--- src/rtl/acd_pkg.sv ---
package acd_pkg;
    localparam int NCH    = 3;
    localparam int CH_PA  = 0;
    localparam int CH_PB  = 1;
    localparam int CH_REC = 2;

    localparam int RA_CTRL  = 0;
    localparam int RA_STAT  = 1;
    localparam int RA_SER   = 2;
    localparam int RA_CNT0  = 3;
    localparam int RA_BASE0 = 6;
    localparam int RA_XF0   = 9;

    typedef enum logic [2:0] {
        ST_IDLE,
        ST_FILL_CHK,
        ST_BURST,
        ST_ADVANCE,
        ST_DRAIN_CHK,
        ST_NEXT
    } seq_state_e;
endpackage

--- src/rtl/acd_cache.sv ---
module acd_cache #(
    parameter int DEPTH = 64,
    parameter int DW    = 32,
    parameter int NRD   = 3,
    localparam int AWC  = $clog2(DEPTH)
) (
    input  logic                     clk,
    input  logic                     we,
    input  logic [AWC-1:0]           waddr,
    input  logic [DW-1:0]            wdata,
    input  logic [NRD-1:0][AWC-1:0]  raddr,
    output logic [NRD-1:0][DW-1:0]   rdata
);
    logic [DW-1:0] mem [DEPTH];

    always_ff @(posedge clk) begin
        if (we) mem[waddr] <= wdata;
    end

    for (genvar g = 0; g < NRD; g++) begin : g_rd
        assign rdata[g] = mem[raddr[g]];
    end
endmodule

--- src/rtl/acd_irq.sv ---
module acd_irq #(
    parameter int NCH = 3
) (
    input  logic           clk,
    input  logic           rst_n,
    input  logic [NCH-1:0] set_i,
    input  logic           ctl_wr_i,
    input  logic [NCH-1:0] ie_new_i,
    input  logic           eval_i,
    output logic [NCH-1:0] stat_o,
    output logic           sum_o
);
    logic [NCH-1:0] stat_n;

    always_comb begin
        stat_n = stat_o | set_i;
        if (ctl_wr_i) stat_n = stat_n & ie_new_i;
    end

    always_ff @(posedge clk or negedge rst_n) begin
        if (!rst_n) begin
            stat_o <= '0;
            sum_o  <= 1'b0;
        end else begin
            stat_o <= stat_n;
            if (ctl_wr_i && (stat_n == '0))
                sum_o <= 1'b0;
            else if (eval_i && (stat_n != '0))
                sum_o <= 1'b1;
        end
    end
endmodule

--- src/rtl/acd_seq.sv ---
module acd_seq #(
    parameter int AW        = 32,
    parameter int DW        = 32,
    parameter int CNT_W     = 16,
    parameter int REGION_W  = 4,
    parameter int BURST_LEN = 8,
    parameter int LOOP_BACK = 4
) (
    input  logic          clk,
    input  logic          rst_n,
    input  logic          tick,
    input  logic          bm_en,
    input  logic          reg_we,
    input  logic [3:0]    reg_addr,
    input  logic [DW-1:0] reg_wdata,
    output logic [DW-1:0] reg_rdata,
    input  logic [DW-1:0] rec_sample,
    output logic [DW-1:0] play_a_sample,
    output logic [DW-1:0] play_b_sample,
    output logic          bus_req,
    output logic          bus_we,
    output logic [AW-1:0] bus_addr,
    output logic [DW-1:0] bus_wdata,
    input  logic          bus_ack,
    input  logic [DW-1:0] bus_rdata,
    output logic          irq
);
    import acd_pkg::*;

    localparam int PTR_W   = REGION_W + 2;
    localparam int DEPTH   = 1 << PTR_W;
    localparam int BLK_W   = $clog2(BURST_LEN);
    localparam int BCNT_W  = $clog2(BURST_LEN + 1);
    localparam int CH_W    = $clog2(NCH);
    localparam logic [CH_W-1:0] REC = CH_W'(CH_REC);

    function automatic logic [PTR_W-1:0] ring_inc(input logic [PTR_W-1:0] p);
        return {p[PTR_W-1:REGION_W], p[REGION_W-1:0] + 1'b1};
    endfunction

    seq_state_e st_q, st_d;
    logic [CH_W-1:0]   ch_q;
    logic              dir_wr_q;
    logic [BCNT_W-1:0] bcnt_q;
    logic              pend_q;

    logic [PTR_W-1:0] rptr_q  [NCH];
    logic [PTR_W-1:0] wptr_q  [NCH];
    logic [CNT_W-1:0] cnt_q   [NCH];
    logic [CNT_W-1:0] size_q  [NCH];
    logic [AW-1:0]    base_q  [NCH];
    logic [CNT_W-1:0] xfer_q  [NCH];
    logic [CNT_W-1:0] xsize_q [NCH];
    logic [NCH-1:0]   en_q, ie_q, primed_q;
    logic [1:0]       loop_off_q;

    logic [NCH-1:0] stat, stat_set;
    logic           stat_sum, tick_done, ser_wr;
    logic           fill_go, drain_go, burst_last, primed_now, step_ok, hit;
    logic                       cw_en;
    logic [PTR_W-1:0]           cw_addr;
    logic [DW-1:0]              cw_data;
    logic [NCH-1:0][PTR_W-1:0]  c_raddr;
    logic [NCH-1:0][DW-1:0]     c_rdata;

    // channel conditions
    always_comb begin
        primed_now = primed_q[ch_q] || (xfer_q[ch_q] > CNT_W'(BURST_LEN));
        hit        = (cnt_q[ch_q] == size_q[ch_q]);
        step_ok    = en_q[ch_q] && (cnt_q[ch_q] <= size_q[ch_q]) && ((ch_q == REC) || primed_now);
        fill_go    = (ch_q != REC) && bm_en && en_q[ch_q] && (rptr_q[ch_q][BLK_W-1:0] == '0)
                     && (xfer_q[ch_q] <= xsize_q[ch_q]);
        drain_go   = (ch_q == REC) && bm_en && en_q[REC] && (wptr_q[REC][BLK_W-1:0] == '0)
                     && (xfer_q[REC] <= xsize_q[REC]);
        burst_last = bus_ack && ((bcnt_q == BCNT_W'(BURST_LEN - 1)) || (xfer_q[ch_q] >= xsize_q[ch_q]));
        stat_set   = '0;
        if (st_q == ST_ADVANCE && step_ok && hit && ie_q[ch_q]) stat_set[ch_q] = 1'b1;
    end

    // state register
    always_ff @(posedge clk or negedge rst_n) begin
        if (!rst_n) st_q <= ST_IDLE;
        else        st_q <= st_d;
    end

    // next state
    always_comb begin
        st_d = st_q;
        unique case (st_q)
            ST_IDLE:      if (tick || pend_q) st_d = ST_FILL_CHK;
            ST_FILL_CHK:  st_d = fill_go ? ST_BURST : ST_ADVANCE;
            ST_BURST:     if (burst_last) st_d = dir_wr_q ? ST_NEXT : ST_ADVANCE;
            ST_ADVANCE:   st_d = ST_DRAIN_CHK;
            ST_DRAIN_CHK: st_d = drain_go ? ST_BURST : ST_NEXT;
            ST_NEXT:      st_d = (ch_q == REC) ? ST_IDLE : ST_FILL_CHK;
            default:      st_d = ST_IDLE;
        endcase
    end

    // outputs
    always_comb begin
        bus_req   = (st_q == ST_BURST);
        bus_we    = dir_wr_q;
        bus_addr  = base_q[ch_q] + {{(AW-CNT_W-2){1'b0}}, xfer_q[ch_q], 2'b00};
        tick_done = (st_q == ST_NEXT) && (ch_q == REC);
        cw_en     = 1'b0;
        cw_addr   = wptr_q[ch_q];
        cw_data   = bus_rdata;
        if (st_q == ST_BURST && bus_ack && !dir_wr_q) begin
            cw_en = 1'b1;
        end else if (st_q == ST_ADVANCE && ch_q == REC && step_ok) begin
            cw_en   = 1'b1;
            cw_data = rec_sample;
        end
        for (int k = 0; k < NCH; k++) c_raddr[k] = rptr_q[k];
    end

    assign play_a_sample = c_rdata[CH_PA];
    assign play_b_sample = c_rdata[CH_PB];
    assign bus_wdata     = c_rdata[CH_REC];
    assign irq           = stat_sum;
    assign ser_wr        = reg_we && (reg_addr == 4'(RA_SER));

    // datapath and register writes (register writes take priority)
    always_ff @(posedge clk or negedge rst_n) begin
        if (!rst_n) begin
            ch_q <= '0; dir_wr_q <= 1'b0; bcnt_q <= '0; pend_q <= 1'b0;
            en_q <= '0; ie_q <= '0; primed_q <= '0; loop_off_q <= '0;
            for (int k = 0; k < NCH; k++) begin
                rptr_q[k]  <= PTR_W'(k << REGION_W);
                wptr_q[k]  <= PTR_W'(k << REGION_W);
                cnt_q[k]   <= '0; size_q[k]  <= '0; base_q[k] <= '0;
                xfer_q[k]  <= '0; xsize_q[k] <= '0;
            end
        end else begin
            if (st_q == ST_IDLE) pend_q <= pend_q && tick;
            else if (tick)       pend_q <= 1'b1;
            unique case (st_q)
                ST_IDLE: ch_q <= '0;
                ST_FILL_CHK: begin
                    bcnt_q <= '0; dir_wr_q <= 1'b0;
                end
                ST_DRAIN_CHK: begin
                    bcnt_q <= '0; dir_wr_q <= 1'b1;
                end
                ST_BURST: if (bus_ack) begin
                    xfer_q[ch_q] <= xfer_q[ch_q] + 1'b1;
                    bcnt_q       <= bcnt_q + 1'b1;
                    if (dir_wr_q) rptr_q[ch_q] <= ring_inc(rptr_q[ch_q]);
                    else          wptr_q[ch_q] <= ring_inc(wptr_q[ch_q]);
                end
                ST_ADVANCE: begin
                    if (ch_q != REC) primed_q[ch_q] <= primed_now;
                    if (step_ok) begin
                        if (ch_q == REC) begin
                            cnt_q[ch_q]  <= cnt_q[ch_q] + 1'b1;
                            wptr_q[ch_q] <= ring_inc(wptr_q[ch_q]);
                        end else begin
                            if (!hit)
                                cnt_q[ch_q] <= cnt_q[ch_q] + 1'b1;
                            else if (!loop_off_q[ch_q[0]])
                                cnt_q[ch_q] <= cnt_q[ch_q] + CNT_W'(1) - CNT_W'(LOOP_BACK);
                            rptr_q[ch_q] <= ring_inc(rptr_q[ch_q]);
                        end
                    end
                end
                ST_NEXT: ch_q <= (ch_q == REC) ? '0 : ch_q + 1'b1;
                default: ;
            endcase
            if (reg_we) begin
                if (reg_addr == 4'(RA_CTRL)) en_q <= {reg_wdata[4], reg_wdata[5], reg_wdata[6]};
                if (ser_wr) begin
                    ie_q       <= {reg_wdata[0], reg_wdata[1], reg_wdata[2]};
                    loop_off_q <= {reg_wdata[4], reg_wdata[5]};
                end
                for (int k = 0; k < NCH; k++) begin
                    if (reg_addr == 4'(RA_CNT0 + k)) begin
                        cnt_q[k]  <= '0;
                        size_q[k] <= reg_wdata[CNT_W-1:0];
                    end
                    if (reg_addr == 4'(RA_BASE0 + k)) base_q[k] <= reg_wdata[AW-1:0];
                    if (reg_addr == 4'(RA_XF0 + k)) begin
                        xfer_q[k]   <= reg_wdata[2*CNT_W-1:CNT_W];
                        xsize_q[k]  <= reg_wdata[CNT_W-1:0];
                        primed_q[k] <= 1'b0;
                    end
                end
            end
        end
    end

    // register read
    always_comb begin
        reg_rdata = '0;
        unique case (reg_addr)
            4'(RA_CTRL): reg_rdata[6:4] = {en_q[0], en_q[1], en_q[2]};
            4'(RA_STAT): begin
                reg_rdata[DW-1] = stat_sum;
                reg_rdata[2:0]  = {stat[0], stat[1], stat[2]};
            end
            4'(RA_SER): begin
                reg_rdata[5:4] = {loop_off_q[0], loop_off_q[1]};
                reg_rdata[2:0] = {ie_q[0], ie_q[1], ie_q[2]};
            end
            4'(RA_CNT0), 4'(RA_CNT0+1), 4'(RA_CNT0+2):
                reg_rdata = DW'({size_q[reg_addr-4'(RA_CNT0)] - cnt_q[reg_addr-4'(RA_CNT0)],
                                 size_q[reg_addr-4'(RA_CNT0)]});
            4'(RA_BASE0), 4'(RA_BASE0+1), 4'(RA_BASE0+2):
                reg_rdata = DW'(base_q[reg_addr-4'(RA_BASE0)]);
            4'(RA_XF0), 4'(RA_XF0+1), 4'(RA_XF0+2):
                reg_rdata = DW'({xfer_q[reg_addr-4'(RA_XF0)], xsize_q[reg_addr-4'(RA_XF0)]});
            default: reg_rdata = '0;
        endcase
    end

    acd_cache #(.DEPTH(DEPTH), .DW(DW), .NRD(NCH)) u_cache (
        .clk(clk), .we(cw_en), .waddr(cw_addr), .wdata(cw_data),
        .raddr(c_raddr), .rdata(c_rdata)
    );

    acd_irq #(.NCH(NCH)) u_irq (
        .clk(clk), .rst_n(rst_n), .set_i(stat_set), .ctl_wr_i(ser_wr),
        .ie_new_i({reg_wdata[0], reg_wdata[1], reg_wdata[2]}),
        .eval_i(tick_done), .stat_o(stat), .sum_o(stat_sum)
    );
endmodule

--- config.mk ---
export PLATFORM = sky130hd
export DESIGN_NAME = acd_seq
export DESIGN_NICKNAME = d
export VERILOG_FILES = /design/src/rtl/acd_pkg.sv /design/src/rtl/acd_cache.sv /design/src/rtl/acd_irq.sv /design/src/rtl/acd_seq.sv
export SDC_FILE = /design/constraint.sdc
export NUM_CORES = 2
export LEC_CHECK = 0
export ABC_CLOCK_PERIOD_IN_PS = 15840
export BUFFER_PORTS_ARGS = -buffer_cell sky130_fd_sc_hd__buf_2
export CAP_MARGIN = 20
export CORE_AREA = 2 2 657 659
export CTS_BUF_LIST = sky130_fd_sc_hd__clkbuf_16
export CTS_CLUSTER_SIZE = 10
export DETAILED_ROUTE_END_ITERATION = 8
export DIE_AREA = 0 0 659 661
export GPL_TIMING_DRIVEN = 0
export HOLD_SLACK_MARGIN = 0.1
export RECOVER_POWER = 100
export REMOVE_ABC_BUFFERS = 1
export SYNTH_ARGS = -nofsm -noshare
export SYNTH_HDL_FRONTEND = slang
export SYNTH_SLANG_ARGS = --single-unit
--- constraint.sdc ---
create_clock -name clk -period 15.84 [get_ports clk]
set_clock_uncertainty 0.05 [all_clocks]
set_input_delay 0 -clock clk [delete_from_list [all_inputs] [get_ports clk]]
set_output_delay 0 -clock clk [all_outputs]
set_load 0.02 [all_outputs]
; ---- Word-level counts from Yosys, hierarchy flattened
; Memories as Yosys holds them, arrays and structs flattened.
; Index checks and enable logic that the tools add are counted.
[word_totals]
input_bits = 106
output_inout_bits = 163
ramBits = 2048
rom_bits = 0
mem_count = 1
latchBits = 0
register_bits = 350
[classes]
n_mux = 117
n_eq_ne = 28
n_bitwise = 6
div = 0
n_addsub = 12
n_mul = 0
reduce_logical = 61
shift = 0
magnitude_cmp = 13
[mem_list]
columns = memory, words, word_bits, rd, rd_clocked_by_memory_dff, write_ports, line_no
row1 = u_cache.mem, 64, 32, 3, 0, 1, acd_cache.sv:14  ; logic [DW-1:0] mem [DEPTH];
[op_table]
columns = cell, count
row1 = 2-to-1 mux 48 bit, 9
row2 = 2-to-1 mux 16 bit, 23
row3 = binary-select mux 16 bit (select 2 bit), 8
row4 = 2-to-1 mux 32 bit, 6
row5 = bitwise mux 48 bit, 3
row6 = 2-to-1 mux 18 bit, 8
row7 = binary-select mux 32 bit (select 2 bit), 2
row8 = case mux 18 bit (2 select lines), 2
row9 = case mux 24 bit (3 select lines), 1
row10 = <= comparator 16 bit, 3
row11 = bitwise mux 18 bit, 2
row12 = "adder 16 x 1 -> 16 bit, second input constant", 2
row13 = adder 32 x 18 -> 32 bit, 1
row14 = demux 16 bit (select 2 bit), 1
row15 = 2-to-1 mux 6 bit, 5
row16 = 2-to-1 mux 3 bit, 9
row17 = AND reduction 2 bit, 13
row18 = logical AND 1 bit, 25
row19 = binary-select mux 6 bit (select 2 bit), 2
row20 = "== test 4 x 3 -> 1 bit, second input constant", 5
row21 = 2-to-1 mux 1 bit, 19
row22 = case mux 3 bit (6 select lines), 1
row23 = == test 16 bit, 1
row24 = "== test 4 bit, second input constant", 4
row25 = 49 further kinds, 82

; ---- Logic depth before layout (Yosys ltp)
[logic_depth]
depth_word = 19
ltp_mapped = 24
ltp_nobuf = 17

; ---- Modules after synthesis
; From an unflattened synthesis, not the netlist that was laid out.
[unflattened]
cells_unflattened = 7940
hier_area_um2 = 134281.3
[by_module_without_submodules]
columns = mod, cells_each, area_per_inst_um2, n_inst
row1 = acd_cache, 5423, 110940.2, 1
row2 = acd_seq, 2499, 23149.7, 1
row3 = acd_irq, 18, 191.4, 1

; ---- Worst setup path before layout
; No wires, ideal clock.
[synth_path]
kind = register to register
start = reg ch_q[1]
end = mem u_cache.mem[59][0], enable pin
setup_time_ns = 0.421
setup_slack_ns = 9.472
stages_incl_launch_ff = 21
arrival_ns = 5.897
t_required_ns = 15.369
path_buffers = 8
path_cell_list = dfrtp_1 > buf_6 > nor2b_4 > buf_6 > buf_2 > buf_2 > buf_2 > buf_1 > clkbuf_1 > clkbuf_1 > a21oi_1 > ha_1 > nand4_1 > or3_1 > nor4_4 > a211oi_1 > nor3_2 > a21oi_1 > nor2b_1 > nand2_1 > nor2_1
[synth_via]
elab_chain_cells = 13
[synth_lines]
columns = element, line_no
row1 = "start, declared", acd_seq.sv:42  ; logic [CH_W-1:0] ch_q;
row2 = "start signal, assigned", acd_seq.sv:167  ; ST_NEXT: ch_q <= (ch_q == REC) ? '0 : ch_q + 1'b1;
row3 = NOT 2 -> 3 bit (not written as such), "acd_seq.sv:68, acd_seq.sv:70, acd_seq.sv:107"
row4 = binary-select mux 16 bit (select 2 bit), acd_seq.sv:68  ; primed_now = primed_q[ch_q] || (xfer_q[ch_q] > CNT_W'(BURST_LEN));
row5 = 2-to-1 mux 16 bit (not written as such) (2 in series), acd_seq.sv:68
row6 = greater-than comparator 16 x 4 -> 1 bit, acd_seq.sv:68
row7 = logical OR 1 bit, acd_seq.sv:68
row8 = logical OR 1 bit, acd_seq.sv:70  ; step_ok = en_q[ch_q] && (cnt_q[ch_q] <= size_q[ch_q]) && ((ch_q == REC) || primed_now);
row9 = logical AND 1 bit, acd_seq.sv:70
row10 = logical AND 1 bit, acd_seq.sv:111  ; end else if (st_q == ST_ADVANCE && ch_q == REC && step_ok) begin
row11 = 2-to-1 mux 1 bit, acd_seq.sv:111
row12 = 2-to-1 mux 1 bit, acd_seq.sv:109  ; if (st_q == ST_BURST && bus_ack && !dir_wr_q) begin
row13 = 2-to-1 mux 1 bit, acd_cache.sv:17  ; if (we) mem[waddr] <= wdata;
row14 = 2-to-1 mux 1 bit (not written as such), acd_cache.sv:17
row15 = "end, declared", acd_cache.sv:14
; Parallel ways exist; a longest one is shown, timed or not. The select of a mux whose other input is x is not followed.

; ---- Worst setup path after layout
[layout_path]
start = reg ch_q[1]
end = out bus_addr[28]
[layout_via]
elab_chain_cells = 5
[layout_lines]
columns = element, line_no
row1 = NOT 2 -> 3 bit (not written as such) *, acd_seq.sv:104  ; bus_addr = base_q[ch_q] + {{(AW-CNT_W-2){1'b0}}, xfer_q[ch_q], 2'b00};
row2 = binary-select mux 32 bit (select 2 bit) / binary-select mux 16 bit (select 2 bit) (equally long branches), acd_seq.sv:104
row3 = 2-to-1 mux 32 bit (not written as such) / 2-to-1 mux 16 bit (equally long branches) (2 in series), acd_seq.sv:104
row4 = adder 32 x 18 -> 32 bit *, acd_seq.sv:104
row5 = "end, declared", acd_seq.sv:22  ; output logic [AW-1:0] bus_addr,
; Mark *: on every way between the ends. The rest lies on a longest branch, timed or not. The select of a mux whose other input is x is not followed.

==> out/results.ini <==
[global_route]
grt_pass1_wl_um = 650000
grt_util_met3 = 0.0576
met2_usage = 0.324
grt-busiest-layer = met2
grt_use_total = 0.209
use_met1 = 0.272
antenna_found_initial = 22
grt_overflow = 0
grt_max_degree = 119
grt_pass1_vias = 84700

[sta]
slew_headroom = -3.46
rsz0062_at_grt = false
max_freq_mhz = 86.9
whs_ns = 0.150
final_hold_viol_count = 0
setup_viol = 0
finalCritPeriodShare = 0.726
period_minus_slack_ns = 11.50
fin_setup_tns_ns = 0
drv_slew = 2205
worst_slew_pin_slew_ns = 6.69

[setup_path]
crit_path_max_fanout = 29
max_stage_delay_ns = 1.31
cp.arrival_ns = 11.45
worstReg2RegStart = ch_q[1]
startpoint_type = register
r2r_slack_ns = 4.46
worst_path_most_repeated_cell = clkbuf_1
rr_worst_depth = 14
worstSetupPathType = reg2out
crit_start = ch_q[1]
r2r-end = u_cache.mem[32][23]
worst_path_max_delay_cell = nor2b_1
path_cells = clkbuf_1 -> nor2b_1 -> clkbuf_1 -> buf_16 -> clkbuf_1 -> clkbuf_1 -> a2bb2oi_1 -> inv_1 -> ha_1 -> inv_1 -> fa_1 -> nor2b_1 -> o21ai_0 -> a21boi_0 -> o41ai_1 -> o22ai_1 -> a211o_1 -> a21o_1 -> nand3_1 -> xnor2_1 -> clkbuf_1
end_kind = primary output
endpoint = bus_addr[28]
worstPathRequired_ns = 15.79

[yosys]
ys_async_sr_fraction = 0.146
synth-seq-cells = 2398
synth_edf_count = 2048
synth_warnings = 0
ys_seq_area_frac = 0.530
avgSynthCellArea_sq_um = 18.4
synth_cell_types = 90
netlist_area_sq_um = 133000
netlist_instances = 7189
ys_dominant_reg_cell = edfxtp_1

[clock_tree]
worstSkewPairLatency_ns = 0.90
cts_tree = yes
htree_levels = 5
cts_resized = 0
cts_buffers = 287
clockBufferDepth = 4
cts.sinks = 2398
cts_root_buffer = clkbuf_16
clkTransAtPathRegs_ns = 0.06

[place]
place.port_buffers = 268
dp_hpwl_um = 304000
place_area_sq_um = 146000
place.gp.congestion = 0.827

[pwr]
p_leak_nw = 48.1
power.density_nw_per_um2 = 164
ir_worst_vdd_v = 0.000232

[outcome]
violations = capacitance limit, slew limit
status = finished, violations left

[detailed_routing]
via_per_inst = 6.22
drc = 0
num_vias = 83500
drt_iter0_markers = 12300
wl_per_cell_um = 34.6
first_pass_iters = 8
routed_wl_um = 465000
antenna_left = 0

[die]
rows = 241
die-height_um = 661
die-area_sq_um = 436000
die-width_um = 659
initial_core_util = 0.309
coreArea_sq_um = 429000
ios = 269

[final_layout]
final_area_sq_um = 155000
area_delta_synth_final_pct = 16.8
nets = 7789
nFillCells = 39200
drive_gt1_frac = 0.401
utilization = 0.361

[job]
max-cap-violations = 59

[hold_path]
holdCritStartpoint = bus_rdata[29]
hp-class = in2reg

==> timing repair <==
action	4_1_cts	5_1_grt
buffers inserted	0	0
hold buffers	149	23
hold endpoints to repair	1776	638
==> flip-flops by register name (all words and copies together), names as in the netlist, 2 cells and up <==
register,count
u_irq.stat_o,3
st_q,3
xsize_q,48
loop_off_q,2
en_q,3
bcnt_q,4
base_q,96
xfer_q,48
ie_q,3
cnt_q,48
primed_q,3
c_raddr,18
ch_q,2
size_q,48
wptr_q,18
u_cache.mem,2048
==> cells in the final DEF (no fill, tap or decap), types with 13 or more instances in the layout <==
cell and count:
edfxtp_1 2048, mux4_2 1998, dfrtp_1 336, nand2_1 298
clkbuf_16 294, nor2_1 290, mux2i_1 273, a21oi_1 229
mux2_2 216, clkbuf_1 159, dlygate4sd3_1 157, buf_2 157
o21ai_0 155, buf_12 152, buf_16 111, inv_1 108
ha_1 91, nor2_4 62, xnor2_1 51, nand3_1 48
mux2_1 28, nor3_1 22, a21o_1 21, xor2_1 20
nand4_1 18, nor2b_1 17, o21a_1 17, diode_2 16
o22ai_1 16, o2bb2ai_1 15, o221ai_1 14, clkinv_1 13
==> cell families (layout without fill, tap and decap cells) <==
family / Yosys count / after routing / synth area share
compound gates: 589 / 589 / 0.0281
mux: 2515 / 2515 / 0.381
fa+ha+maj: 93 / 93 / 0.00889
other cells: 0 / 16 / 0
buf+inv: 692 / 1195 / 0.0205
flops: 2398 / 2398 / 0.530
xor+xnor: 71 / 71 / 0.00469
simple gates: 831 / 831 / 0.0271
==> synthesized netlist by cell type, types with 8 or more instances <==
cell type / instances / area [sq um]
nand3_1: 48 / 240
dfrtp_1: 346 / 8660
mux4_2: 1998 / 45000
xnor2_1: 51 / 447
or2_2: 9 / 56.3
xor2_1: 20 / 175
o22ai_1: 16 / 100
nand2b_1: 12 / 75.1
mux2i_1: 273 / 2730
and3_1: 9 / 56.3
ha_1: 91 / 1140
nor2b_1: 16 / 100
o21bai_1: 9 / 67.6
mux2_2: 244 / 2750
inv_1: 54 / 203
a221o_1: 11 / 110
a21o_1: 21 / 158
a211oi_1: 10 / 75.1
nor3_1: 22 / 110
o221ai_1: 14 / 123
clkbuf_1: 401 / 1510
buf_2: 41 / 205
o21a_1: 17 / 128
o2bb2ai_1: 15 / 131
nor2_1: 353 / 1330
nand2_1: 299 / 1120
o211ai_1: 8 / 60.1
buf_1: 181 / 679
o21ai_0: 153 / 766
a21oi_1: 228 / 1140
nand4_1: 17 / 106
a31oi_1: 8 / 50.1
edfxtp_1: 2048 / 61500
==> worst max-delay path: cells and delay by family (launching register included) <==
kind | cells | cell delay, ns
adders and majority gates | 2 | 0.68
DFF | 1 | 0.99
buffers and inverters | 8 | 5.20
xor gates and xnor gates | 1 | 0.18
AOI/OAI and AO/OA | 7 | 1.82
and+or+nand+nor | 3 | 1.58
==> metal layers <==
layer | vias up | part of all wire
met4 | 20 | 0.054
met2 | 5996 | 0.46
met1 | 44600 | 0.37
li1 | 31700 | -
met3 | 1197 | 0.12
met5 | - | 0.00043
==> stage by stage <==
stage | setup WS [ns] | instances | total power [mW]
floorplan | -5.81 | 6556 | 21.3
global placement | -18.76 | 12500 | 24.3
detailed placement | 8.64 | 12800 | 19.5
CTS | 8.19 | 13400 | 25.5
global route | 3.93 | 13400 | 26.3
finish | 4.34 | 13400 | 25.4
==> power breakdown <==
group          switching [mW]  internal (mW)
Clock                    2.64           3.32
Sequential              0.449           7.18
Combinational            5.96           5.80
Total                    9.05           16.3
==> cell type report <==
type                            count  area [sq um]  area share
Multi-Input combinational cell   4099         60000       0.388
Timing Repair Buffer              745          9150      0.0591
Tap cell                         5710          7140      0.0461
Clock inverter                     97           604     0.00390
Inverter                           59           223     0.00144
Antenna cell                       16          40.0    0.000259
Clock buffer                      294          7360      0.0475
Sequential cell                  2398         70300       0.454
==> worst min-delay path by stage <==
| stage | endpoint | slack (ns) | cells past startpoint |
|---|---|---|---|
| 2_1_floorplan | base_q[0] | -0.35 | 0 |
| 3_3_place_gp | pend_q | 0.25 | 3 |
| 3_5_place_dp | base_q[0] | -0.23 | 1 |
| 4_1_cts | u_cache.mem[39][19] | 0.10 | 2 |
| 5_1_grt | bcnt_q[0] | 0.19 | 4 |
| 6_report | u_cache.mem[50][29] | 0.15 | 3 |
Note: power is estimated with default switching activity, not from simulation.
